## src/rtl/eag_pkg.sv

```systemverilog
package eag_pkg;
  localparam int unsigned AW = 16;
  localparam int unsigned DW = 8;

  typedef enum logic [3:0] {
    AM_IMPL  = 4'd0,
    AM_ACC   = 4'd1,
    AM_IMM   = 4'd2,
    AM_ZPG   = 4'd3,
    AM_ZPGX  = 4'd4,
    AM_ZPGY  = 4'd5,
    AM_IZP   = 4'd6,
    AM_IZPX  = 4'd7,
    AM_IZPY  = 4'd8,
    AM_ABS   = 4'd9,
    AM_ABSX  = 4'd10,
    AM_ABSY  = 4'd11,
    AM_JIND  = 4'd12,
    AM_JINDX = 4'd13,
    AM_REL   = 4'd14,
    AM_ZPREL = 4'd15
  } am_e;

  typedef enum logic [1:0] {
    CL_DIRECT = 2'd0,
    CL_PTR    = 2'd1,
    CL_NONE   = 2'd2
  } am_cls_e;

  typedef struct packed {
    am_cls_e cls;
    logic    pre_x;   // pointer location indexed by X, wraps in page zero
    logic    post_y;  // Y added to the fetched pointer
  } am_info_t;

  typedef enum logic [1:0] {
    SQ_IDLE = 2'd0,
    SQ_LO   = 2'd1,
    SQ_HI   = 2'd2,
    SQ_WAIT = 2'd3
  } sq_state_e;
endpackage

```

## src/rtl/eag_mode_dec.sv

```systemverilog
module eag_mode_dec
  import eag_pkg::*;
(
  input  logic [3:0] mode_i,
  output am_info_t   info_o
);
  always_comb begin
    info_o = '{cls: CL_NONE, pre_x: 1'b0, post_y: 1'b0};
    unique case (am_e'(mode_i))
      AM_ZPG, AM_ZPGX, AM_ZPGY, AM_ZPREL,
      AM_ABS, AM_ABSX, AM_ABSY:  info_o.cls = CL_DIRECT;
      AM_IZP:                    info_o.cls = CL_PTR;
      AM_IZPX: begin
        info_o.cls   = CL_PTR;
        info_o.pre_x = 1'b1;
      end
      AM_IZPY: begin
        info_o.cls    = CL_PTR;
        info_o.post_y = 1'b1;
      end
      default:                   info_o.cls = CL_NONE;
    endcase
  end
endmodule

```

## src/rtl/eag_direct_calc.sv

```systemverilog
module eag_direct_calc
  import eag_pkg::*;
#(
  parameter int unsigned A_W = AW,
  parameter int unsigned D_W = DW
) (
  input  logic [3:0]     mode_i,
  input  logic [D_W-1:0] op_lo_i,
  input  logic [D_W-1:0] op_hi_i,
  input  logic [D_W-1:0] idx_x_i,
  input  logic [D_W-1:0] idx_y_i,
  output logic [A_W-1:0] addr_o
);
  localparam int unsigned HW = A_W - D_W;

  logic [A_W-1:0] abs_base;
  logic [D_W-1:0] zpx_sum;
  logic [D_W:0]   zpy_sum;

  assign abs_base = {op_hi_i[HW-1:0], op_lo_i};
  assign zpx_sum  = op_lo_i + idx_x_i;                   // carry dropped
  assign zpy_sum  = {1'b0, op_lo_i} + {1'b0, idx_y_i};   // carry kept

  always_comb begin
    addr_o = '0;
    unique case (am_e'(mode_i))
      AM_ZPG, AM_ZPREL: addr_o = {{HW{1'b0}}, op_lo_i};
      AM_ZPGX:          addr_o = {{HW{1'b0}}, zpx_sum};
      AM_ZPGY:          addr_o = {{(HW-1){1'b0}}, zpy_sum};
      AM_ABS:           addr_o = abs_base;
      AM_ABSX:          addr_o = abs_base + {{HW{1'b0}}, idx_x_i};
      AM_ABSY:          addr_o = abs_base + {{HW{1'b0}}, idx_y_i};
      default:          addr_o = '0;
    endcase
  end
endmodule

```

## src/rtl/eag_ptr_seq.sv

```systemverilog
module eag_ptr_seq
  import eag_pkg::*;
#(
  parameter int unsigned A_W = AW,
  parameter int unsigned D_W = DW
) (
  input  logic           clk_i,
  input  logic           rst_ni,
  input  logic           launch_i,
  input  am_info_t       info_i,
  input  logic [D_W-1:0] op_lo_i,
  input  logic [D_W-1:0] idx_x_i,
  input  logic [D_W-1:0] idx_y_i,
  output logic           busy_o,
  output logic           mem_req_o,
  output logic [A_W-1:0] mem_addr_o,
  input  logic [D_W-1:0] mem_rdata_i,
  output logic           fin_o,
  output logic [A_W-1:0] ptr_ea_o
);
  localparam int unsigned HW = A_W - D_W;

  sq_state_e      state_q, state_d;
  logic [A_W-1:0] lo_addr_q, hi_addr_q;
  logic [D_W-1:0] lo_byte_q, yadd_q;
  logic [A_W-1:0] lo_addr_d, hi_addr_d;
  logic [D_W-1:0] base_sum, base_inc;

  assign base_sum = info_i.pre_x ? D_W'(op_lo_i + idx_x_i) : op_lo_i;
  assign base_inc = base_sum + 1'b1;

  always_comb begin
    lo_addr_d = {{HW{1'b0}}, base_sum};
    if (info_i.pre_x) hi_addr_d = {{HW{1'b0}}, base_inc};   // stays in page zero
    else              hi_addr_d = lo_addr_d + 1'b1;          // may reach page one
  end

  always_comb begin
    state_d = state_q;
    unique case (state_q)
      SQ_IDLE: if (launch_i) state_d = SQ_LO;
      SQ_LO:   state_d = SQ_HI;
      SQ_HI:   state_d = SQ_WAIT;
      SQ_WAIT: state_d = SQ_IDLE;
      default: state_d = SQ_IDLE;
    endcase
  end

  always_ff @(posedge clk_i or negedge rst_ni) begin
    if (!rst_ni) begin
      state_q   <= SQ_IDLE;
      lo_addr_q <= '0;
      hi_addr_q <= '0;
      lo_byte_q <= '0;
      yadd_q    <= '0;
    end else begin
      state_q <= state_d;
      if (state_q == SQ_IDLE && launch_i) begin
        lo_addr_q <= lo_addr_d;
        hi_addr_q <= hi_addr_d;
        yadd_q    <= info_i.post_y ? idx_y_i : '0;
      end
      if (state_q == SQ_HI) lo_byte_q <= mem_rdata_i;
    end
  end

  assign busy_o     = (state_q != SQ_IDLE);
  assign mem_req_o  = (state_q == SQ_LO) || (state_q == SQ_HI);
  assign mem_addr_o = (state_q == SQ_LO) ? lo_addr_q :
                      (state_q == SQ_HI) ? hi_addr_q : '0;
  assign fin_o      = (state_q == SQ_WAIT);
  assign ptr_ea_o   = {mem_rdata_i[HW-1:0], lo_byte_q} + {{HW{1'b0}}, yadd_q};
endmodule

```

## src/rtl/eff_addr_gen.sv

```systemverilog
module eff_addr_gen
  import eag_pkg::*;
#(
  parameter int unsigned A_W = AW,
  parameter int unsigned D_W = DW
) (
  input  logic           clk_i,
  input  logic           rst_ni,
  input  logic           start_i,
  input  logic [3:0]     mode_i,
  input  logic [D_W-1:0] op_lo_i,
  input  logic [D_W-1:0] op_hi_i,
  input  logic [D_W-1:0] idx_x_i,
  input  logic [D_W-1:0] idx_y_i,
  output logic           mem_req_o,
  output logic [A_W-1:0] mem_addr_o,
  input  logic [D_W-1:0] mem_rdata_i,
  output logic           done_o,
  output logic           err_o,
  output logic [A_W-1:0] ea_o
);
  am_info_t       info;
  logic [A_W-1:0] direct_ea, ptr_ea;
  logic           busy, fin, accept, launch_ptr;

  eag_mode_dec u_dec (
    .mode_i (mode_i),
    .info_o (info)
  );

  eag_direct_calc #(.A_W(A_W), .D_W(D_W)) u_direct (
    .mode_i  (mode_i),
    .op_lo_i (op_lo_i),
    .op_hi_i (op_hi_i),
    .idx_x_i (idx_x_i),
    .idx_y_i (idx_y_i),
    .addr_o  (direct_ea)
  );

  assign accept     = start_i && !busy;
  assign launch_ptr = accept && (info.cls == CL_PTR);

  eag_ptr_seq #(.A_W(A_W), .D_W(D_W)) u_seq (
    .clk_i       (clk_i),
    .rst_ni      (rst_ni),
    .launch_i    (launch_ptr),
    .info_i      (info),
    .op_lo_i     (op_lo_i),
    .idx_x_i     (idx_x_i),
    .idx_y_i     (idx_y_i),
    .busy_o      (busy),
    .mem_req_o   (mem_req_o),
    .mem_addr_o  (mem_addr_o),
    .mem_rdata_i (mem_rdata_i),
    .fin_o       (fin),
    .ptr_ea_o    (ptr_ea)
  );

  always_ff @(posedge clk_i or negedge rst_ni) begin
    if (!rst_ni) begin
      done_o <= 1'b0;
      err_o  <= 1'b0;
      ea_o   <= '0;
    end else begin
      done_o <= 1'b0;
      err_o  <= 1'b0;
      if (fin) begin
        done_o <= 1'b1;
        ea_o   <= ptr_ea;
      end else if (accept && info.cls != CL_PTR) begin
        done_o <= 1'b1;
        err_o  <= (info.cls == CL_NONE);
        ea_o   <= (info.cls == CL_NONE) ? '0 : direct_ea;
      end
    end
  end
endmodule

```

## config.mk

```make
export PLATFORM = sky130hd
export DESIGN_NAME = eff_addr_gen
export DESIGN_NICKNAME = d
export VERILOG_FILES = /design/src/rtl/eag_pkg.sv /design/src/rtl/eag_mode_dec.sv /design/src/rtl/eag_direct_calc.sv /design/src/rtl/eag_ptr_seq.sv /design/src/rtl/eff_addr_gen.sv
export SDC_FILE = /design/constraint.sdc
export NUM_CORES = 1
export LEC_CHECK = 0
export BUFFER_PORTS_ARGS = -buffer_cell sky130_fd_sc_hd__buf_2
export CAP_MARGIN = 20
export CORE_MARGIN = 2
export CORE_UTILIZATION = 48
export CTS_CLUSTER_SIZE = 10
export DETAILED_ROUTE_END_ITERATION = 10
export GPL_TIMING_DRIVEN = 0
export PLACE_DENSITY = 0.76
export SLEW_MARGIN = 5
export SYNTH_ARGS = -nofsm -noshare
export SYNTH_HDL_FRONTEND = slang
export SYNTH_SLANG_ARGS = --single-unit
```

## constraint.sdc

```tcl
create_clock -name clk_i -period 7.2 [get_ports clk_i]
set_clock_uncertainty 0.2 [all_clocks]
set_input_delay 1.08 -clock clk_i [delete_from_list [all_inputs] [get_ports clk_i]]
set_output_delay 1.08 -clock clk_i [all_outputs]
set_load 0.05 [all_outputs]
```

# Word-level counts from Yosys, hierarchy flattened
# Index checks and enable logic that the tools add are counted.
[word_totals] in_bits=47 ff_bits=60
[op_classes] add_sub_neg=7 mux=18 n_reduce_logical=12 eq_ne=17
[op_table] operator="$mux W16" n=6
[op_table] operator="$pmux W16 S6" n=1
[op_table] operator="$add A16 B8 Y16" n=3
[op_table] operator="$eq A4 B4 Y1 const B" n=5
[op_table] operator="$eq A4 B3 Y1 const B" n=4
[op_table] operator="$mux W8" n=2
[op_table] operator="$add A8 B1 Y9 const B" n=1
[op_table] operator="$add A8 B8 Y9" n=1
[op_table] operator="$add A8 B1 Y8 const B" n=1
[op_table] operator="$add A8 B8 Y8" n=1
[op_table] operator="$pmux W2 S4" n=1
[op_table] operator="$reduce_or A7 Y1" n=1
[op_table] operator="$eq A2 B2 Y1 const B" n=3
[op_table] operator="$mux W1" n=6
[op_table] operator="$eq A2 B1 Y1 const B" n=2
[op_table] operator="$eq A4 B2 Y1 const B" n=1
[op_table] operator="$logic_and A1 B1 Y1" n=4
[op_table] operator="$ne A2 B1 Y1 const B" n=2
[op_table] operator="$pmux W2 S2" n=1
[op_table] operator="$reduce_bool A2 Y1" n=2
[op_table] operator="$reduce_or A3 Y1" n=1
[op_table] operator="$logic_not A2 Y1" n=1
[op_table] operator="$mux W2" n=1
[op_table] operator="$reduce_or A2 Y1" n=1
[op_table] operator="2 further kinds" n=2

# Depth between registers and ports, before layout
# Gate-level depths: netlist (run 1).
[depth] depth_word=7 mapped_depth=16 ltp_nobuf=14

# Cells and area by module
# From an unflattened synthesis (run 1), not the netlist that was laid out.
[hier_totals] hier_cells=597 area_unflattened_um2=5251.3
[by_module_without_submodules] module="eag_ptr_seq" n_inst=1 area_per_inst_um2=2692.6 cells_per_inst=293
[by_module_without_submodules] module="eag_direct_calc" n_inst=1 area_per_inst_um2=1491.4 cells_per_inst=203
[by_module_without_submodules] module="eff_addr_gen" n_inst=1 area_per_inst_um2=1008.5 cells_per_inst=95
[by_module_without_submodules] module="eag_mode_dec" n_inst=1 area_per_inst_um2=58.8 cells_per_inst=6

# Worst setup path before layout (run 1)
# No wires, ideal clock.
[synth_path] kind="input-to-reg" from="input port mode_i[2]" to="register ea_o[10]" setup_slack_ps=2899 stages=16 arrival_ps=3980 setup_ps=121 required_ps=6879 path_cell_list="buf_2 -> nor2b_1 -> and2_1 -> clkbuf_1 -> nand2_1 -> mux2_2 -> ha_1 -> inv_1 -> fa_1 -> nand3b_1 -> a21o_1 -> a31oi_1 -> a31oi_1 -> o21ai_0 -> o311ai_0 -> a22o_1"
[synth_via] elab_chain_len=7
[synth_rtl] item="start, declared" line="eff_addr_gen.sv:10" rtl="input logic [3:0] mode_i,"
[synth_rtl] item="$eq A4 B2 Y1, or another cell as far along" line="eag_mode_dec.sv:9, eag_direct_calc.sv:26"
[synth_rtl] item="$reduce_or A7 Y1 / $reduce_or A3 Y1 (equally long branches)"
[synth_rtl] item="$pmux W2 S2" line="eag_mode_dec.sv:9" rtl="unique case (am_e'(mode_i))"
[synth_rtl] item="$eq A2 B2 Y1" line="eff_addr_gen.sv:73" rtl="ea_o <= (info.cls == CL_NONE) ? '0 : direct_ea;"
[synth_rtl] item="$mux W16" line="eff_addr_gen.sv:73"
[synth_rtl] item="$mux W16" line="eff_addr_gen.sv:70" rtl="end else if (accept && info.cls != CL_PTR) begin"
[synth_rtl] item="$mux W16" line="eff_addr_gen.sv:67" rtl="if (fin) begin"
[synth_rtl] item="end signal, assigned" line="eff_addr_gen.sv:69" rtl="ea_o <= ptr_ea;"
[synth_rtl] item="end signal, assigned" line="eff_addr_gen.sv:73"
[synth_rtl] item="end, declared" line="eff_addr_gen.sv:20" rtl="output logic [A_W-1:0] ea_o"
# Parallel ways exist; a longest one is shown, timed or not. The select of a mux whose other input is x is not followed.
# A chain may end at the register's enable or synchronous reset.

# Final worst setup path (run 1)
[layout_path] from="input port mode_i[3]" to="register ea_o[10]"
# The elaborated chain is that of the path after synthesis.

==> results of run 1 <==
==> worst max path at each step <==
stage	slack [ns]	endpoint	startpoint
after CTS	2.42	ea_o[10]	mode_i[3]
after global placement	2.20	ea_o[10]	mode_i[3]
final	2.28	ea_o[10]	mode_i[3]
after detailed placement	2.10	ea_o[10]	mode_i[3]
after floorplan	2.90	ea_o[10]	mode_i[2]
after global routing	1.96	ea_o[10]	mode_i[3]
==> per-layer routing <==
layer  vias to the layer above  wire length (µm)  track usage (%)
li1                       2108                 -                -
met3                        25               846            2.189
met4                         0               267            7.795
met5                         -                 0                0
met1                      2107              5759            35.26
met2                       195              5824            39.27
==> cells by family (layout without fill, tap and decap cells) <==
family	Yosys count	count (layout)	share of synthesized area, %
AOI/OAI and AO/OA	167	167	24.64
adders and majority gates	43	43	12.24
buffers and inverters	45	126	4.314
other	1	7	0.08081
muxes	21	21	5.338
xor gates and xnor gates	37	37	6.983
and+or+nand+nor	159	159	17.82
DFF	53	53	28.58
==> through the flow <==
stage                     hold slack, ns  setup WS (ns)  std cells  instance area [µm²]
after detailed placement          0.2713          2.096        734                 5205
after CTS                         0.2930          2.418        742                 5325
final                             0.2869          2.281        742                 5325
after global routing              0.3242          1.963        742                 5325
after global placement            0.2644          2.199        733                 5185
after floorplan                   0.2474          2.899        532                 4663
==> flip-flops by register name, indices dropped and copies added (netlist names) <==
name	count
u_seq.yadd_q	8
u_seq.hi_addr_q	9
u_seq.lo_byte_q	8
u_seq.lo_addr_q	8
u_seq.state_q	2
err_o	1
ea_o	16
done_o	1
==> critical path: stages <==
cell	delay [ns]
buf_2	0.17
nor2b_1	0.18
and2_1	0.13
clkbuf_1	0.32
nand2_1	0.35
mux2_2	0.32
ha_1	0.17
inv_1	0.06
fa_1	0.41
nand3b_1	0.20
a21o_1	0.19
a31oi_1	0.49
nand2_1	0.14
o311ai_0	0.53
a22o_1	0.21
==> area by class of cell <==
cell class                 instances  area, µm²
fill                             844       4003
multi-input combinational        434       3137
sequential                        53       1326
timing repair buffer              73      380.4
tap                              129      161.4
buffer                            28      136.4
clock buffer                       6      82.58
inverter                          17      63.81
clock inverter                     2      37.54
==> power groups by stage <==
stage	Combinational (µW)	Clock, µW	Sequential (µW)
global placement	1030	0	515
CTS	1060	213	514
detailed placement	1060	0	520
global route	1160	226	530
finish	1060	212	516
floorplan	669	0	647
==> synth_stat cells, drive strengths merged, types with 4 or more instances <==
cell / n / area share [%]
nor2: 34 / 2.8
o211ai: 5 / 0.81
o21ai: 48 / 5.2
o22ai: 5 / 0.67
ha: 39 / 11
and3: 5 / 0.67
nand2b: 9 / 1.2
a21oi: 23 / 2.5
a211oi: 8 / 1.4
nor4: 4 / 0.86
buf: 11 / 1.6
xor2: 16 / 3.0
and2: 4 / 0.54
nand2: 52 / 4.2
xnor2: 21 / 4.0
a22o: 17 / 3.2
inv: 17 / 1.4
a21o: 6 / 0.97
o21a: 13 / 2.1
a31oi: 7 / 0.94
nor3: 5 / 0.54
fa: 4 / 1.7
clkbuf: 17 / 1.4
o221ai: 4 / 0.75
mux2: 20 / 4.9
a22oi: 6 / 0.97
nor4b: 4 / 1.1
dfrtp: 53 / 29
nand3: 12 / 1.3
nor2b: 11 / 1.5
==> impl_metrics.ini, run 1 <==
[status]
status = finished, final reports clean

[synth]
synthFlopType = dfrtp_1
synth_seq_area_share_pct = 28.58
synth.distinct_cells = 67
synth_seq_cells = 53
async_reset_ff_share_pct = 100.0
syn-instance-count = 526
synth_warnings = 0
synth-edff-count = 0
syn_avg_cell_area_um2 = 8.823
synthesis.area_mm2 = 0.004641

[final_layout]
layout-drive-gt1-share_pct = 20.07
mostFrequentLayoutCells = buf_2, dfrtp_1, nand2_1
final_common_cell = buf_2
nets = 702
final_util_pct = 57.09
antennaDiodeCount = 0
syn2layout_area_growth_pct = 14.75

[die]
die_w_um = 102.3
boundaryPins = 82
die_area_mm2 = 0.01047
rows = 35
start_util_pct = 49.75
core_mm2 = 0.009328
die_y_um = 102.3

[power_and_ir_drop]
irDropWorstVdd_uv = 168.3
power.share.switching_pct = 48.84
p_leak_uw = 0.002418
p_switching_uw = 875.1
p_clk_share_pct = 11.8
total_power_uw = 1792
comb_power_share_pct = 59.4
p_per_area_mw_per_mm2 = 336.5
p_int_uw = 916.7
pwr-share-seq_pct = 28.8

[placed_design]
globalplace.congestion = 0.9308
port_buffers = 72
post-dp-hpwl_um = 10160

[detailed_routing]
wl_per_cell_um = 17.11
vias = 4435
viasPerCell = 5.977
routed_wl_um = 12700
postRouteAntennaNets = 0
drc = 0
drt-pass1-iter-count = 7
drt_iter0_markers = 232

[sta]
period_share_pct = 68.32
finalHoldViolations = 0
rsz0062_at_grt = no
finalSetupViolations = 0
slew_viol_final = 0
min_period_ns = 4.919
tns_ns = 0
fmax_ghz = 0.2033
tightest_slew_ns = 0.6621
max_slew_margin_pct = 55.72

[clocking]
cts_sinks = 53
clock_path_buffers = 2
cts_htree_levels = 2
cts_resized = 0
cts-root-buf = clkbuf_8
clk_latency_ns = 0.30
clkTransAtPathRegs_ns = 0.10
postCtsSetupBuffers = 0
cts-buffers-inserted = 5
hold_buffers = 0
cts_tree = done

[global_route]
grt_pass1_vias = 4041
grt_max_degree = 29
grt_pass1_wl_um = 20270
grt_overflow = 0
antenna_found_initial = 0
grtUsageTotal_pct = 24.55

[worst_setup_path]
r2r_start = u_seq.yadd_q[1]
end_kind = register
regToRegSetupSlack_ns = 4.46
critical_path_arrival_ns = 4.96
crit_type = in -> reg
worstPathRequired_ns = 7.24
critical_path.max_fanout = 9
reg2reg_to = ea_o[13]
startpoint_type = primary input
reg2reg_depth = 8

[min_path]
hold_class = reg -> reg
hp-start = u_seq.hi_addr_q[2]
holdPathStages = 2
hold-path-endpoint = u_seq.hi_addr_q[2]

[job]
cap_violations = 0
Note: power is estimated with default switching activity, not from simulation.
==> run 2: changes to the inputs <==
Settings changed: ABC_AREA from default to 1, PLACE_DENSITY 0.76 to 0.78.
Clock period 7.2 ns to 4.5 ns, I/O delays scaled along.
==> run 2 against run 1 <==
Register-to-register slack got worse by 2.3 ns. Synthesized cell count rose by 48%. Clock power rose by 29%. Wire length rose by 8.7%. Sequential power rose by 60%. Cell count rose by 35%. Hold slack got worse by 0.23 ns.
==> impl_metrics.ini, run 2 <==
[detailed_routing]
routed_wl_um = 13810
drt_iter0_markers = 344
drc = 0
vias = 5272
postRouteAntennaNets = 0
viasPerCell = 5.283
wl_per_cell_um = 13.83
drt-pass1-iter-count = 5

[synth]
synth_warnings = 0
syn_avg_cell_area_um2 = 6.454
synth_top_area_share_pct = 26.45
async_reset_ff_share_pct = 100.0
syn-instance-count = 777
yosysMostFrequentCell = nand2_1
synth.distinct_cells = 44
synth_common_cells = nand2_1, inv_1, nand3_1
synth_seq_cells = 53
synth-edff-count = 0
yosysTopAreaCell = dfrtp_1
synthFlopType = dfrtp_1
yosys-top-cells-area = dfrtp_1, nand2_1, ha_1
synth_seq_area_share_pct = 26.45
synthesis.area_mm2 = 0.005015

[placed_design]
post-dp-hpwl_um = 11220
port_buffers = 71
globalplace.congestion = 0.9544

[clocking]
clkTransAtPathRegs_ns = 0.09
cts-root-buf = clkbuf_8
cts-buffers-inserted = 5
cts_tree = done
clock_path_buffers = 2
postCtsSetupBuffers = 0
cts_resized = 0
cts_sinks = 53
clk_latency_ns = 0.31
hold_buffers = 0
cts_htree_levels = 2

[power_and_ir_drop]
irDropWorstVdd_uv = 278.2
p_int_uw = 1341
power.share.switching_pct = 53.97
p_clk_share_pct = 9.4
p_leak_uw = 0.003162
pwr-share-seq_pct = 28.3
p_switching_uw = 1573
p_per_area_mw_per_mm2 = 514.1
comb_power_share_pct = 62.3

[global_route]
grtUsageTotal_pct = 25.29
use_met3_pct = 2.759
antenna_found_initial = 0
grt_busiest_layer = met2
grt_max_degree = 40
grt_util_met1_pct = 35.14
grt_pass1_vias = 4817
grt_overflow = 0
use_met2_pct = 40.48
grt_pass1_wl_um = 22690

[final_layout]
largest_register_ff_count = 16
final_util_pct = 55.41
regMostFlops = ea_o
fillerInstances = 1021
biggestRegsByFlops = ea_o: 16 flops, u_seq.hi_addr_q: 9 flops
layout-drive-gt1-share_pct = 14.50
nets = 952
syn2layout_area_growth_pct = 13.05
antennaDiodeCount = 0
final_common_cell = nand2_1
mostFrequentLayoutCells = nand2_1, inv_1, nand3_1

[sta]
fmax_ghz = 0.2994
tightest_slew_ns = 0.5537
period_share_pct = 74.21
max_slew_margin_pct = 63.09
finalSetupViolations = 0
min_period_ns = 3.339
slew_viol_final = 0
rsz0062_at_grt = no
tns_ns = 0
finalHoldViolations = 0

[die]
core_mm2 = 0.01023
boundaryPins = 82
die_w_um = 106.2
die_y_um = 106.2
die_area_mm2 = 0.01128
rows = 37
start_util_pct = 49.02

[job]
cap_violations = 0

[worst_setup_path]
crit_type = in -> reg
worstPathRequired_ns = 4.49
critical_path_arrival_ns = 3.33
startpoint_type = primary input
critical_path.max_fanout = 10
regToRegSetupSlack_ns = 2.12
end_kind = register

[status]
status = finished, final reports clean

[min_path]
hold_class = in -> async
==> run 2: power groups by stage <==
| stage | sequential [µW] | clock, µW | combinational, µW |
|---|---|---|---|
| 3_5_place_dp | 829 | 0 | 1800 |
| 5_1_grt | 845 | 297 | 2010 |
| 3_3_place_gp | 825 | 0 | 1770 |
| 4_1_cts | 821 | 279 | 1810 |
| 6_report | 824 | 274 | 1820 |
| 2_1_floorplan | 1050 | 0 | 1120 |
==> run 2: cell families after synthesis <==
| family | count (synthesis) | synth area share [%] |
|---|---|---|
| compound gates | 118 | 12.80 |
| fa+ha+maj | 43 | 11.33 |
| xor+xnor | 5 | 0.8734 |
| flops | 53 | 26.45 |
| mux | 1 | 0.2245 |
| other cells | 1 | 0.07478 |
| simple gates | 424 | 37.15 |
| buf+inv | 132 | 11.10 |
==> run 2: per-layer routing <==
layer / part of all wire (%) / up-vias
li1: - / 2679
met1: 46 / 2380
met2: 45 / 190
met3: 6.6 / 23
met4: 3.0 / 0
met5: 0 / -
==> run 2: layout make-up <==
class,instances,area [µm²],share of cell area (%)
Multi-Input combinational cell,598,3154,55.64
Sequential cell,53,1326,23.39
Inverter,106,402.9,7.107
Timing Repair Buffer,72,375.4,6.621
Tap cell,136,170.2,3.002
Buffer,26,153.9,2.715
Clock buffer,7,86.33,1.523
==> run 2: final timing paths <==
check	startpoint	end	cells after the start
worst max-delay path	mode_i[2]	ea_o[4]	18
worst min-delay path	rst_ni	u_seq.hi_addr_q[8]	1
worst max register to register	u_seq.state_q[0]	ea_o[0]	6
worst min register to register	ea_o[10]	ea_o[10]	2
max in group asynchronous	rst_ni	ea_o[8]	2
min in group clk_i	ea_o[10]	ea_o[10]	2
==> run 2: worst max-delay path: stages <==
cell and delay [ns]:
buf_2 0.12, inv_2 0.07, nand2_1 0.11, inv_1 0.11
nand2_1 0.16, clkbuf_1 0.26, o21ai_0 0.21, ha_1 0.20
inv_1 0.06, fa_1 0.39, inv_1 0.11, nand3_1 0.07
nand3_1 0.12, a21oi_1 0.07, o21ai_0 0.08, nand3_1 0.10
o21ai_0 0.31, a21oi_1 0.11
==> run 2: per-stage QoR <==
| stage | instances | hold WS [ns] | instance area [µm²] | setup slack [ns] | total power, µW |
|---|---|---|---|---|---|
| CTS | 998 | 0.06335 | 5669 | 1.210 | 2906 |
| floorplan | 783 | 0.1794 | 5037 | 1.508 | 2173 |
| finish | 998 | 0.05787 | 5669 | 1.161 | 2914 |
| detailed placement | 991 | 0.2657 | 5583 | 0.8877 | 2626 |
| global route | 998 | 0.06157 | 5669 | 0.8580 | 3152 |
| global placement | 990 | 0.2600 | 5563 | 0.8917 | 2592 |
